File: config.mk
export PLATFORM = sky130hd
export DESIGN_NAME = pwmc_top
export DESIGN_NICKNAME = d
export VERILOG_FILES = /design/src/rtl/pwmc_pkg.sv /design/src/rtl/pwmc_uvmon.sv /design/src/rtl/pwmc_ramp.sv /design/src/rtl/pwmc_mod.sv /design/src/rtl/pwmc_top.sv
export SDC_FILE = /design/constraint.sdc
export NUM_CORES = 1
export LEC_CHECK = 0
export ABC_AREA = 1
export CAP_MARGIN = 40
export CORE_MARGIN = 4
export CORE_UTILIZATION = 40
export CTS_CLUSTER_SIZE = 25
export DETAILED_ROUTE_END_ITERATION = 12
export MAX_ROUTING_LAYER = met4
export PLACE_DENSITY = 0.77
export SYNTH_ARGS = -nofsm -noshare
export SYNTH_HDL_FRONTEND = slang
export SYNTH_SLANG_ARGS = --single-unit
export TNS_END_PERCENT = 10
File: constraint.sdc
create_clock -name clk -period 9.1 [get_ports clk]
set_clock_uncertainty 0.2 [all_clocks]
set_input_delay 0.91 -clock clk [delete_from_list [all_inputs] [get_ports clk]]
set_output_delay 0.91 -clock clk [all_outputs]
set_load 0.1 [all_outputs]
File: src/rtl/pwmc_pkg.sv
`timescale 1ns/1ps
package pwmc_pkg;
    localparam int CODE_W      = 16;
    localparam int LEN_W       = 8;
    localparam int COMP_OFS_MV = 1400;
    localparam int TRIP_DIV    = 3;
    localparam int TRIP_MAX_MV = 1000;
    localparam int VCC_HI_ON   = 16000;
    localparam int VCC_HI_OFF  = 10000;
    localparam int VCC_LO_ON   = 8400;
    localparam int VCC_LO_OFF  = 7600;
    localparam int REF_ON      = 3600;
    localparam int REF_OFF     = 3400;

    typedef logic [CODE_W-1:0] code_t;
    typedef enum logic { PH_CHARGE = 1'b0, PH_DISCH = 1'b1 } phase_t;

    typedef struct packed {
        logic vcc_ok;
        logic ref_ok;
    } lock_t;

    typedef struct packed {
        logic start;
        logic last;
        logic disch;
    } tick_t;

    // trip level: (comp - offset)/divider, floored at zero, limited to max
    function automatic code_t trip_level(input code_t comp);
        code_t diff;
        if (comp <= code_t'(COMP_OFS_MV))
            return '0;
        diff = (comp - code_t'(COMP_OFS_MV)) / code_t'(TRIP_DIV);
        if (diff > code_t'(TRIP_MAX_MV))
            return code_t'(TRIP_MAX_MV);
        return diff;
    endfunction
endpackage

File: src/rtl/pwmc_uvmon.sv
`timescale 1ns/1ps
module pwmc_uvmon
    import pwmc_pkg::*;
(
    input  logic  clk,
    input  logic  rst,
    input  code_t code_i,
    input  code_t on_i,
    input  code_t off_i,
    output logic  ok_o
);
    always_ff @(posedge clk) begin
        if (rst)
            ok_o <= 1'b0;
        else if (!ok_o && code_i >= on_i)
            ok_o <= 1'b1;
        else if (ok_o && code_i < off_i)
            ok_o <= 1'b0;
    end

    // leaving lockout needs the on level, entering needs below off
    assert_on_edge_R7: assert property (@(posedge clk) disable iff (rst)
        $rose(ok_o) |-> $past(code_i) >= $past(on_i));
    assert_off_edge_R8: assert property (@(posedge clk) disable iff (rst)
        $fell(ok_o) |-> $past(code_i) < $past(off_i));
endmodule

File: src/rtl/pwmc_ramp.sv
`timescale 1ns/1ps
module pwmc_ramp
    import pwmc_pkg::*;
#(
    parameter int LW = LEN_W
) (
    input  logic          clk,
    input  logic          rst,
    input  logic          run_i,
    input  logic [LW-1:0] chg_len_i,
    input  logic [LW-1:0] dis_len_i,
    output tick_t         tick_o
);
    logic [LW-1:0] cnt_q;
    phase_t        ph_q;
    logic [LW-1:0] chg_eff, dis_eff, lim;
    logic          last;

    always_comb begin
        chg_eff = (chg_len_i == '0) ? LW'(1) : chg_len_i;
        dis_eff = (dis_len_i == '0) ? LW'(1) : dis_len_i;
        lim     = (ph_q == PH_CHARGE) ? chg_eff : dis_eff;
        last    = (cnt_q == lim - LW'(1));
    end

    always_ff @(posedge clk) begin
        if (rst || !run_i) begin
            cnt_q <= '0;
            ph_q  <= PH_CHARGE;
        end else if (last) begin
            cnt_q <= '0;
            ph_q  <= (ph_q == PH_CHARGE) ? PH_DISCH : PH_CHARGE;
        end else begin
            cnt_q <= cnt_q + LW'(1);
        end
    end

    always_comb begin
        tick_o.start = run_i && (ph_q == PH_CHARGE) && (cnt_q == '0);
        tick_o.last  = run_i && (ph_q == PH_DISCH) && last;
        tick_o.disch = (ph_q == PH_DISCH);
    end

    // lockout parks the counter at the start of a charge interval
    assert_park_R9: assert property (@(posedge clk) disable iff (rst)
        !run_i |=> (cnt_q == '0 && ph_q == PH_CHARGE));
endmodule

File: src/rtl/pwmc_mod.sv
`timescale 1ns/1ps
module pwmc_mod
    import pwmc_pkg::*;
(
    input  logic  clk,
    input  logic  rst,
    input  logic  run_i,
    input  tick_t tick_i,
    input  code_t comp_i,
    input  code_t cs_i,
    output logic  gate_o,
    output logic  skip_o
);
    code_t thr;
    logic  trip;
    logic  par_q;
    logic  cut_q;

    always_comb begin
        thr  = trip_level(comp_i);
        trip = (cs_i >= thr);
    end

    // toggle stage: parity of the oscillator period
    always_ff @(posedge clk) begin
        if (rst || !run_i)
            par_q <= 1'b0;
        else if (tick_i.last)
            par_q <= ~par_q;
    end

    // pulse latch: once tripped, held until the next period starts
    always_ff @(posedge clk) begin
        if (rst || !run_i)
            cut_q <= 1'b0;
        else if (tick_i.start)
            cut_q <= trip;
        else
            cut_q <= cut_q | trip;
    end

    always_comb begin
        gate_o = run_i && !tick_i.disch && !par_q && !trip
                 && (tick_i.start || !cut_q);
        skip_o = par_q;
    end

    assert_rise_at_start_R4: assert property (@(posedge clk) disable iff (rst)
        $rose(gate_o) |-> tick_i.start);
    assert_dead_time_R1: assert property (@(posedge clk) disable iff (rst)
        gate_o |-> !tick_i.disch);
    assert_low_comp_R6: assert property (@(posedge clk) disable iff (rst)
        (comp_i <= code_t'(COMP_OFS_MV)) |-> !gate_o);
    assert_clamp_R5: assert property (@(posedge clk) disable iff (rst)
        gate_o |-> (cs_i < code_t'(TRIP_MAX_MV)));
    assert_odd_blank_R2: assert property (@(posedge clk) disable iff (rst)
        (tick_i.last && !par_q) |=> !gate_o);
endmodule

File: src/rtl/pwmc_top.sv
`timescale 1ns/1ps
module pwmc_top
    import pwmc_pkg::*;
#(
    parameter int LW = LEN_W
) (
    input  logic          clk,
    input  logic          rst,
    input  logic [15:0]   vcc_code_i,
    input  logic [15:0]   ref_code_i,
    input  logic [15:0]   comp_code_i,
    input  logic [15:0]   cs_code_i,
    input  logic          low_sel_i,
    input  logic [LW-1:0] chg_len_i,
    input  logic [LW-1:0] dis_len_i,
    output logic          gate_o,
    output logic          vcc_ok_o,
    output logic          ref_ok_o,
    output logic          disch_o,
    output logic          skip_o
);
    lock_t lk;
    tick_t tk;
    code_t vcc_on, vcc_off;
    logic  run;

    always_comb begin
        vcc_on  = low_sel_i ? code_t'(VCC_LO_ON)  : code_t'(VCC_HI_ON);
        vcc_off = low_sel_i ? code_t'(VCC_LO_OFF) : code_t'(VCC_HI_OFF);
        run     = lk.vcc_ok && lk.ref_ok;
    end

    pwmc_uvmon u_vcc (
        .clk(clk), .rst(rst), .code_i(vcc_code_i),
        .on_i(vcc_on), .off_i(vcc_off), .ok_o(lk.vcc_ok)
    );

    pwmc_uvmon u_ref (
        .clk(clk), .rst(rst), .code_i(ref_code_i),
        .on_i(code_t'(REF_ON)), .off_i(code_t'(REF_OFF)), .ok_o(lk.ref_ok)
    );

    pwmc_ramp #(.LW(LW)) u_ramp (
        .clk(clk), .rst(rst), .run_i(run),
        .chg_len_i(chg_len_i), .dis_len_i(dis_len_i), .tick_o(tk)
    );

    pwmc_mod u_mod (
        .clk(clk), .rst(rst), .run_i(run), .tick_i(tk),
        .comp_i(comp_code_i), .cs_i(cs_code_i),
        .gate_o(gate_o), .skip_o(skip_o)
    );

    always_comb begin
        vcc_ok_o = lk.vcc_ok;
        ref_ok_o = lk.ref_ok;
        disch_o  = tk.disch;
    end

    assert_lockout_low_R9: assert property (@(posedge clk) disable iff (rst)
        !(vcc_ok_o && ref_ok_o) |-> !gate_o);
    assert_reset_state_R10: assert property (@(posedge clk)
        $past(rst) |-> (!vcc_ok_o && !ref_ok_o && !gate_o));
endmodule

==> out/metrics.cfg, run 1 <==
[yosys]
yosys_warnings = 0
netlist_area_mm2 = 0.00295
synth.top_cell.area_share_pct = 15.0
ys_top_cells_by_count = nand2_1 (118), inv_1 (59), nor2_1 (43)
yosysSeqAreaShare_pct = 8.82
yosysTopAreaCell = nand2_1
synthFlopType = dfxtp_1
syn_inst = 490
synthTopCellsByArea = nand2_1 (15%), ha_1 (14%), dfxtp_1 (8.8%), inv_1 (7.5%), nand2_2 (6.8%)
synth_seq_cells = 13
yosysMostFrequentCell = nand2_1
yosysUniqueCellTypes = 46
synth_edf_count = 0
ys_async_sr_fraction_pct = 0
syn_area_per_cell_um2 = 6.02

[clock_network]
hold_buffers = 0
clkLatencyLatePin_ps = 250
cts.reportedPaths.clkPinSlew_ps = 50
h-tree-depth = 1
cts_root_buffer = clkbuf_8
clock-sinks = 13
cts_made_buffers = 3
cts_tree = yes
clock_path_buffers = 2

[sta]
worst_slack_ps = -598
rsz0062_at_grt = yes
finalCriticalPeriod_ps = 9700
max-slew-margin-rel_pct = 41.9
slew_violations = 0
finalHoldViolCount = 0
max_slew.worst_pin.slew_ps = 871
finalCritPeriodShare_pct = 107
setup_viol = 1
fmax_mhz = 103
hold_ws_ps = 298

[finish]
antennaDiodeCount = 0
drive_above_1_share_pct = 40.6
fin_nets = 801
fillers = 504
fin_util_pct = 73.1
syn2layout_area_growth_pct = 78.7

[worst_setup_path]
cpPeakStageDelay_ps = 240
crit_top_cell = nand2_2
critical-path-top-delay-family = simple AND/OR/NAND/NOR gates
crit_type = input pin to primary output
regToRegEndpoint = u_mod.skip_o
timing.critical_path.buf_inv = 8
endpoint_kind = primary output
reg2reg_slack_ps = 5730
worstPathArrival_ps = 8590
crit_fanout = 4
rr_startpoint = u_ramp.ph_q
ff2ff_path_depth = 12
startpoint_type = input pin
slowest_stage = ha_4
required_ps = 7990

[pwr]
clock_power_share_pct = 8.8
p_int_mw = 0.318
p_sw_share_pct = 46.9
p_switching_mw = 0.282
pwr-share-comb_pct = 81.3
cellPowerDensity_mw_per_mm2 = 114
seqPwrFrac_pct = 9.8
ir_drop_mv = 0.0898
power.total_mw = 0.600
leakagePower_nw = 2.52

[route]
drt_wl_total_um = 11600
vias_per_cell = 5.42
drc = 0
first_pass_iters = 5
drt_iter0_markers = 156
ant_nets = 0
vias = 4246
wl_per_cell_um = 14.8

[grt]
grt_use_total_pct = 22.0
grt_pass1_vias = 3852
grt.overflow.total = 0
antenna_found_initial = 0
grt_pass1_wl_um = 15900
grt_max_degree = 14

[status]
outcome = finished with violations
violations = setup timing

[place]
portBuffers = 84
routabilityCongestion = 0.891
dp.final_hpwl_um = 7370

[floorplan]
initial_utilization_pct = 40.9
coreArea_mm2 = 0.00721
rows = 31
die_w_um = 93.9
pin_count = 88
die_h_um = 93.9
die_area_mm2 = 0.00881

[worst_hold_path]
min_from = u_ramp.cnt_q[0]
hold_class = flip-flop to flip-flop
hold_end = u_ramp.cnt_q[0]
hold_depth = 1

[job]
maxCapViolations = 0

==> layout by cell type, fill, tap and decap left out, drive strengths merged <==
cell type / instances
a31oi: 3
mux2i: 4
nand4: 9
dfxtp: 13
o31ai: 2
clkbuf: 4
o2111ai: 3
a2111oi: 1
nor3: 3
nor4: 9
o211ai: 3
and2: 1
o21a: 4
o22ai: 1
inv: 67
nand3: 48
o32ai: 1
or2: 2
o21ai: 23
a21oi: 20
buf: 118
nand2: 151
nor2: 49
nand3b: 4
o41ai: 1
xor2: 15
clkdlybuf4s50: 71
o311ai: 1
a21boi: 4
a21o: 1
nor3b: 2
o21bai: 7
or3: 1
conb: 5
ha: 32
xnor2: 2
==> logic make-up (layout without fill, tap and decap cells) <==
logic type	after synthesis	in the layout	synth area share [%]
adders and majority gates	32	32	13.6
xor gates and xnor gates	17	17	5.05
muxes	4	4	1.36
and+or+nand+nor	279	279	45.7
other	1	5	0.127
DFF	13	13	8.82
buffers and inverters	69	260	8.82
AOI/OAI and AO/OA	75	75	16.6
==> flip-flops by register name, indices dropped and copies added, names as in the netlist <==
signal / cells
u_mod.cut_q: 1
u_ramp.ph_q: 1
u_ref.ok_o: 1
u_ramp.cnt_q: 8
u_vcc.ok_o: 1
u_mod.skip_o: 1
==> worst reg2reg max path: stages (launching register included) <==
cell and delay (ps):
dfxtp_1 680, inv_1 210, o32ai_1 540, ha_1 290
nand2_1 70, nor2_1 140, nand2_1 80, xor2_1 150
nor4_1 280, nand4_1 200, nor2_1 200, xor2_1 150
and2_1 130
==> cell type report <==
class	count	area, um2	area share [%]
Clock buffer	4	45.0	0.854
Inverter	67	259	4.91
Multi-Input combinational cell	412	2940	55.7
Sequential cell	13	260	4.94
Tap cell	99	124	2.35
Timing Repair Buffer	189	1650	31.2
==> routing by layer <==
| layer | track usage (%) | part of all wire (%) |
|---|---|---|
| met1 | 23.6 | 37 |
| met2 | 42.8 | 51 |
| met3 | 1.92 | 6.8 |
| met4 | 5.90 | 5.2 |
| met5 | - | 0 |
==> metrics by stage <==
stage          instances  cell area, um2  TNS [ps]  worst slack (ps)
2_1_floorplan        494            2980     -76.0             -76.0
3_3_place_gp         739            4430      -663              -663
3_5_place_dp         743            4490      -979              -979
4_1_cts              773            4900      -523              -523
5_1_grt              784            5270     -1050             -1050
6_report             784            5270      -598              -598
==> how the worst max path moves through the flow <==
stage / startpoint / end / slack (ps) / cells after the start
3_5_place_dp: comp_code_i[4] / gate_o / -980 / 66
5_1_grt: comp_code_i[4] / gate_o / -1050 / 69
4_1_cts: comp_code_i[4] / gate_o / -520 / 63
3_3_place_gp: comp_code_i[3] / gate_o / -660 / 66
2_1_floorplan: comp_code_i[3] / gate_o / -80 / 60
6_report: comp_code_i[4] / gate_o / -600 / 68
==> repair_timing <==
| action | 4_1_cts | 5_1_grt |
|---|---|---|
| setup endpoints to repair | 1 | 1 |
| pin swaps | 65 | 66 |
| gates resized for setup | 116 | 69 |
| setup buffers | 26 | 11 |
==> power groups by stage <==
stage | clock network, mW | registers [mW] | logic, mW
after global routing | 0.0565 | 0.0593 | 0.520
after global placement | 0 | 0.0602 | 0.317
after CTS | 0.0539 | 0.0591 | 0.375
after detailed placement | 0 | 0.0603 | 0.331
after floorplan | 0 | 0.0646 | 0.185
final | 0.0529 | 0.0591 | 0.488
Note: power is estimated with default switching activity, not from simulation.
==> run 2: changes to the inputs <==
--- a/config.mk
+++ b/config.mk
@@ -16,4 +16,4 @@
 export SYNTH_ARGS = -nofsm -noshare
 export SYNTH_HDL_FRONTEND = slang
 export SYNTH_SLANG_ARGS = --single-unit
-export TNS_END_PERCENT = 10
+export TNS_END_PERCENT = 100
==> results of run 2 <==
The final DEF is identical to that of run 1; final timing and power are the same.
==> run 3: changes to the inputs <==
--- a/config.mk
+++ b/config.mk
@@ -13,6 +13,7 @@
 export DETAILED_ROUTE_END_ITERATION = 12
 export MAX_ROUTING_LAYER = met4
 export PLACE_DENSITY = 0.77
+export SKIP_LAST_GASP = 1
 export SYNTH_ARGS = -nofsm -noshare
 export SYNTH_HDL_FRONTEND = slang
 export SYNTH_SLANG_ARGS = --single-unit
==> out/metrics.cfg, run 3 (synthesis gave the netlist of run 1 again) <==
[clock_network]
clock-sinks = 13  ; unchanged
cts_made_buffers = 3  ; unchanged
h-tree-depth = 1  ; unchanged
clkLatencyLatePin_ps = 250  ; about the same
cts_root_buffer = clkbuf_8
cts.reportedPaths.clkPinSlew_ps = 50  ; about the same
clock_path_buffers = 2  ; unchanged
cts_tree = yes

[floorplan]
pin_count = 88  ; unchanged
die_h_um = 93.9  ; unchanged
coreArea_mm2 = 0.00721  ; unchanged
die_area_mm2 = 0.00881  ; unchanged
die_w_um = 93.9  ; unchanged
initial_utilization_pct = 40.9  ; unchanged
rows = 31  ; unchanged

[route]
drc = 0  ; unchanged
wl_per_cell_um = 15.3  ; +3.3%
drt_iter0_markers = 203  ; +30%
drt_wl_total_um = 12100  ; +4.1%
vias = 4253  ; +0.16%
vias_per_cell = 5.38  ; -0.60%
ant_nets = 0  ; unchanged
first_pass_iters = 6  ; +1

[sta]
tns_ps = -717  ; -119 ps
setup_viol = 1  ; unchanged
fmax_mhz = 102  ; -1.2%
worst_slack_ps = -717  ; -119 ps
rsz0062_at_grt = yes
finalCriticalPeriod_ps = 9820  ; +119 ps
max-slew-margin-rel_pct = 40.9  ; -0.90 points
max_slew.worst_pin.slew_ps = 885  ; +13.5 ps
finalCritPeriodShare_pct = 108  ; +1.3 points
slew_violations = 0  ; unchanged
finalHoldViolCount = 0  ; unchanged

[finish]
syn2layout_area_growth_pct = 82.8
antennaDiodeCount = 0  ; unchanged
fin_util_pct = 74.7  ; +1.7 points
mostFrequentLayoutCell = buf_4
drive_above_1_share_pct = 41.8  ; +1.2 points
fillers = 474  ; -6.0%
stdcell_count = 790  ; +0.77%
max_flop_register = u_ramp.cnt_q
largest_register_ffs = 8  ; unchanged
fin_nets = 807  ; +0.75%
layout_common_cells = buf_4 (103), nand2_1 (77), clkdlybuf4s50_1 (71)

[worst_hold_path]
min_from = u_ramp.cnt_q[3]
hold_class = flip-flop to flip-flop
hold_end = u_ramp.cnt_q[3]
hold_depth = 2  ; +1

[status]
violations = setup timing
outcome = finished with violations

[worst_setup_path]
crit_top_cell = nand2_2
ff2ff_path_depth = 12  ; unchanged
crit_type = input pin to primary output
endpoint_kind = primary output
worstPathArrival_ps = 8710  ; +120 ps
slowest_stage = ha_4
regToRegEndpoint = u_mod.skip_o
reg2reg_slack_ps = 5730  ; about the same
required_ps = 7990  ; about the same
rr_startpoint = u_ramp.ph_q
startpoint_type = input pin
cpPeakStageDelay_ps = 240  ; about the same
crit_fanout = 4  ; unchanged

[pwr]
pwr-share-comb_pct = 81.7  ; +0.4 points
clock_power_share_pct = 8.6  ; -0.2 points
leakagePower_nw = 2.59  ; +2.5%
seqPwrFrac_pct = 9.7  ; about the same
ir_drop_mv = 0.0890  ; -0.82%
p_sw_share_pct = 47.2  ; +0.21 points
p_switching_mw = 0.288  ; +2.3%
power.total_mw = 0.611  ; +1.9%
cellPowerDensity_mw_per_mm2 = 113  ; -0.42%
p_int_mw = 0.323  ; +1.5%

[place]
portBuffers = 84  ; unchanged
place_inst = 743  ; unchanged
dp.final_hpwl_um = 7370  ; unchanged
routabilityCongestion = 0.891  ; unchanged

[grt]
antenna_found_initial = 0  ; unchanged
grt_use_total_pct = 22.1  ; +0.051 points
grt_max_degree = 14  ; unchanged
grt_pass1_vias = 3865  ; +0.34%
grt.overflow.total = 0  ; unchanged
grt_pass1_wl_um = 15900  ; +0.13%

[job]
maxCapViolations = 0  ; unchanged

==> run 3: changes by cell type in the layout (fill, tap and decap cells not counted), moves of 2 or more <==
cell	delta
nand2_1	-3
nand2_4	+3
buf_2	-2
buf_4	+5
nand3_1	-2
a21oi_4	+2
buf_6	+2
a21oi_2	-2
==> run 3: cell type report <==
| class | instances | area (um2) | share of cell area [%] |
|---|---|---|---|
| clock buffers | 4 | 45.0 | 0.835 |
| inverters | 67 | 259 | 4.80 |
| multi-input cells | 412 | 3010 | 55.7 |
| flip-flops and latches | 13 | 260 | 4.83 |
| well taps | 99 | 124 | 2.30 |
| repair buffers | 195 | 1700 | 31.5 |
==> run 3: worst max-delay path, delay by kind of cell <==
kind | cells | cell delay [ps]
compound gates | 15 | 2280
buf+inv | 6 | 720
fa+ha+maj | 2 | 440
simple gates | 43 | 4320
==> run 3: power by group through the flow <==
stage | registers [mW] | logic (mW) | clock network, mW
6_report | 0.0591 | 0.499 | 0.0527
5_1_grt | 0.0593 | 0.529 | 0.0565
4_1_cts | 0.0591 | 0.375 | 0.0539
3_5_place_dp | 0.0603 | 0.331 | 0
3_3_place_gp | 0.0602 | 0.317 | 0
2_1_floorplan | 0.0646 | 0.185 | 0
==> run 3: layer usage <==
layer | global-route usage, % | vias up | part of all wire (%)
met2 | 42.9 | 223 | 52
met3 | 1.92 | 48 | 6.6
met1 | 23.6 | 1947 | 37
met4 | 6.14 | 0 | 3.9
met5 | - | - | 0
li1 | - | 2035 | -
==> run 3: what timing repair did <==
item                       in CTS  in global routing
setup endpoints to repair       1                  1
setup buffers                  26                 18
pin swaps                      65                 86
hold endpoints to repair        0                  0
hold buffers                    0                  0
resized for setup             111                 87
==> run 3: worst max-delay path by stage <==
| stage | start | to | slack [ps] |
|---|---|---|---|
| 3_5_place_dp | comp_code_i[4] | gate_o | -980 |
| 6_report | comp_code_i[3] | gate_o | -720 |
| 3_3_place_gp | comp_code_i[3] | gate_o | -660 |
| 5_1_grt | comp_code_i[3] | gate_o | -1150 |
| 4_1_cts | comp_code_i[4] | gate_o | -550 |
| 2_1_floorplan | comp_code_i[3] | gate_o | -80 |
==> run 3: metrics by stage <==
step                hold WS, ps  worst slack (ps)  area, um2
floorplan                   251             -76.0       2980
global placement            270              -663       4430
detailed placement          288              -979       4490
CTS                         300              -551       4920
global route                314             -1150       5390
finish                      298              -717       5390
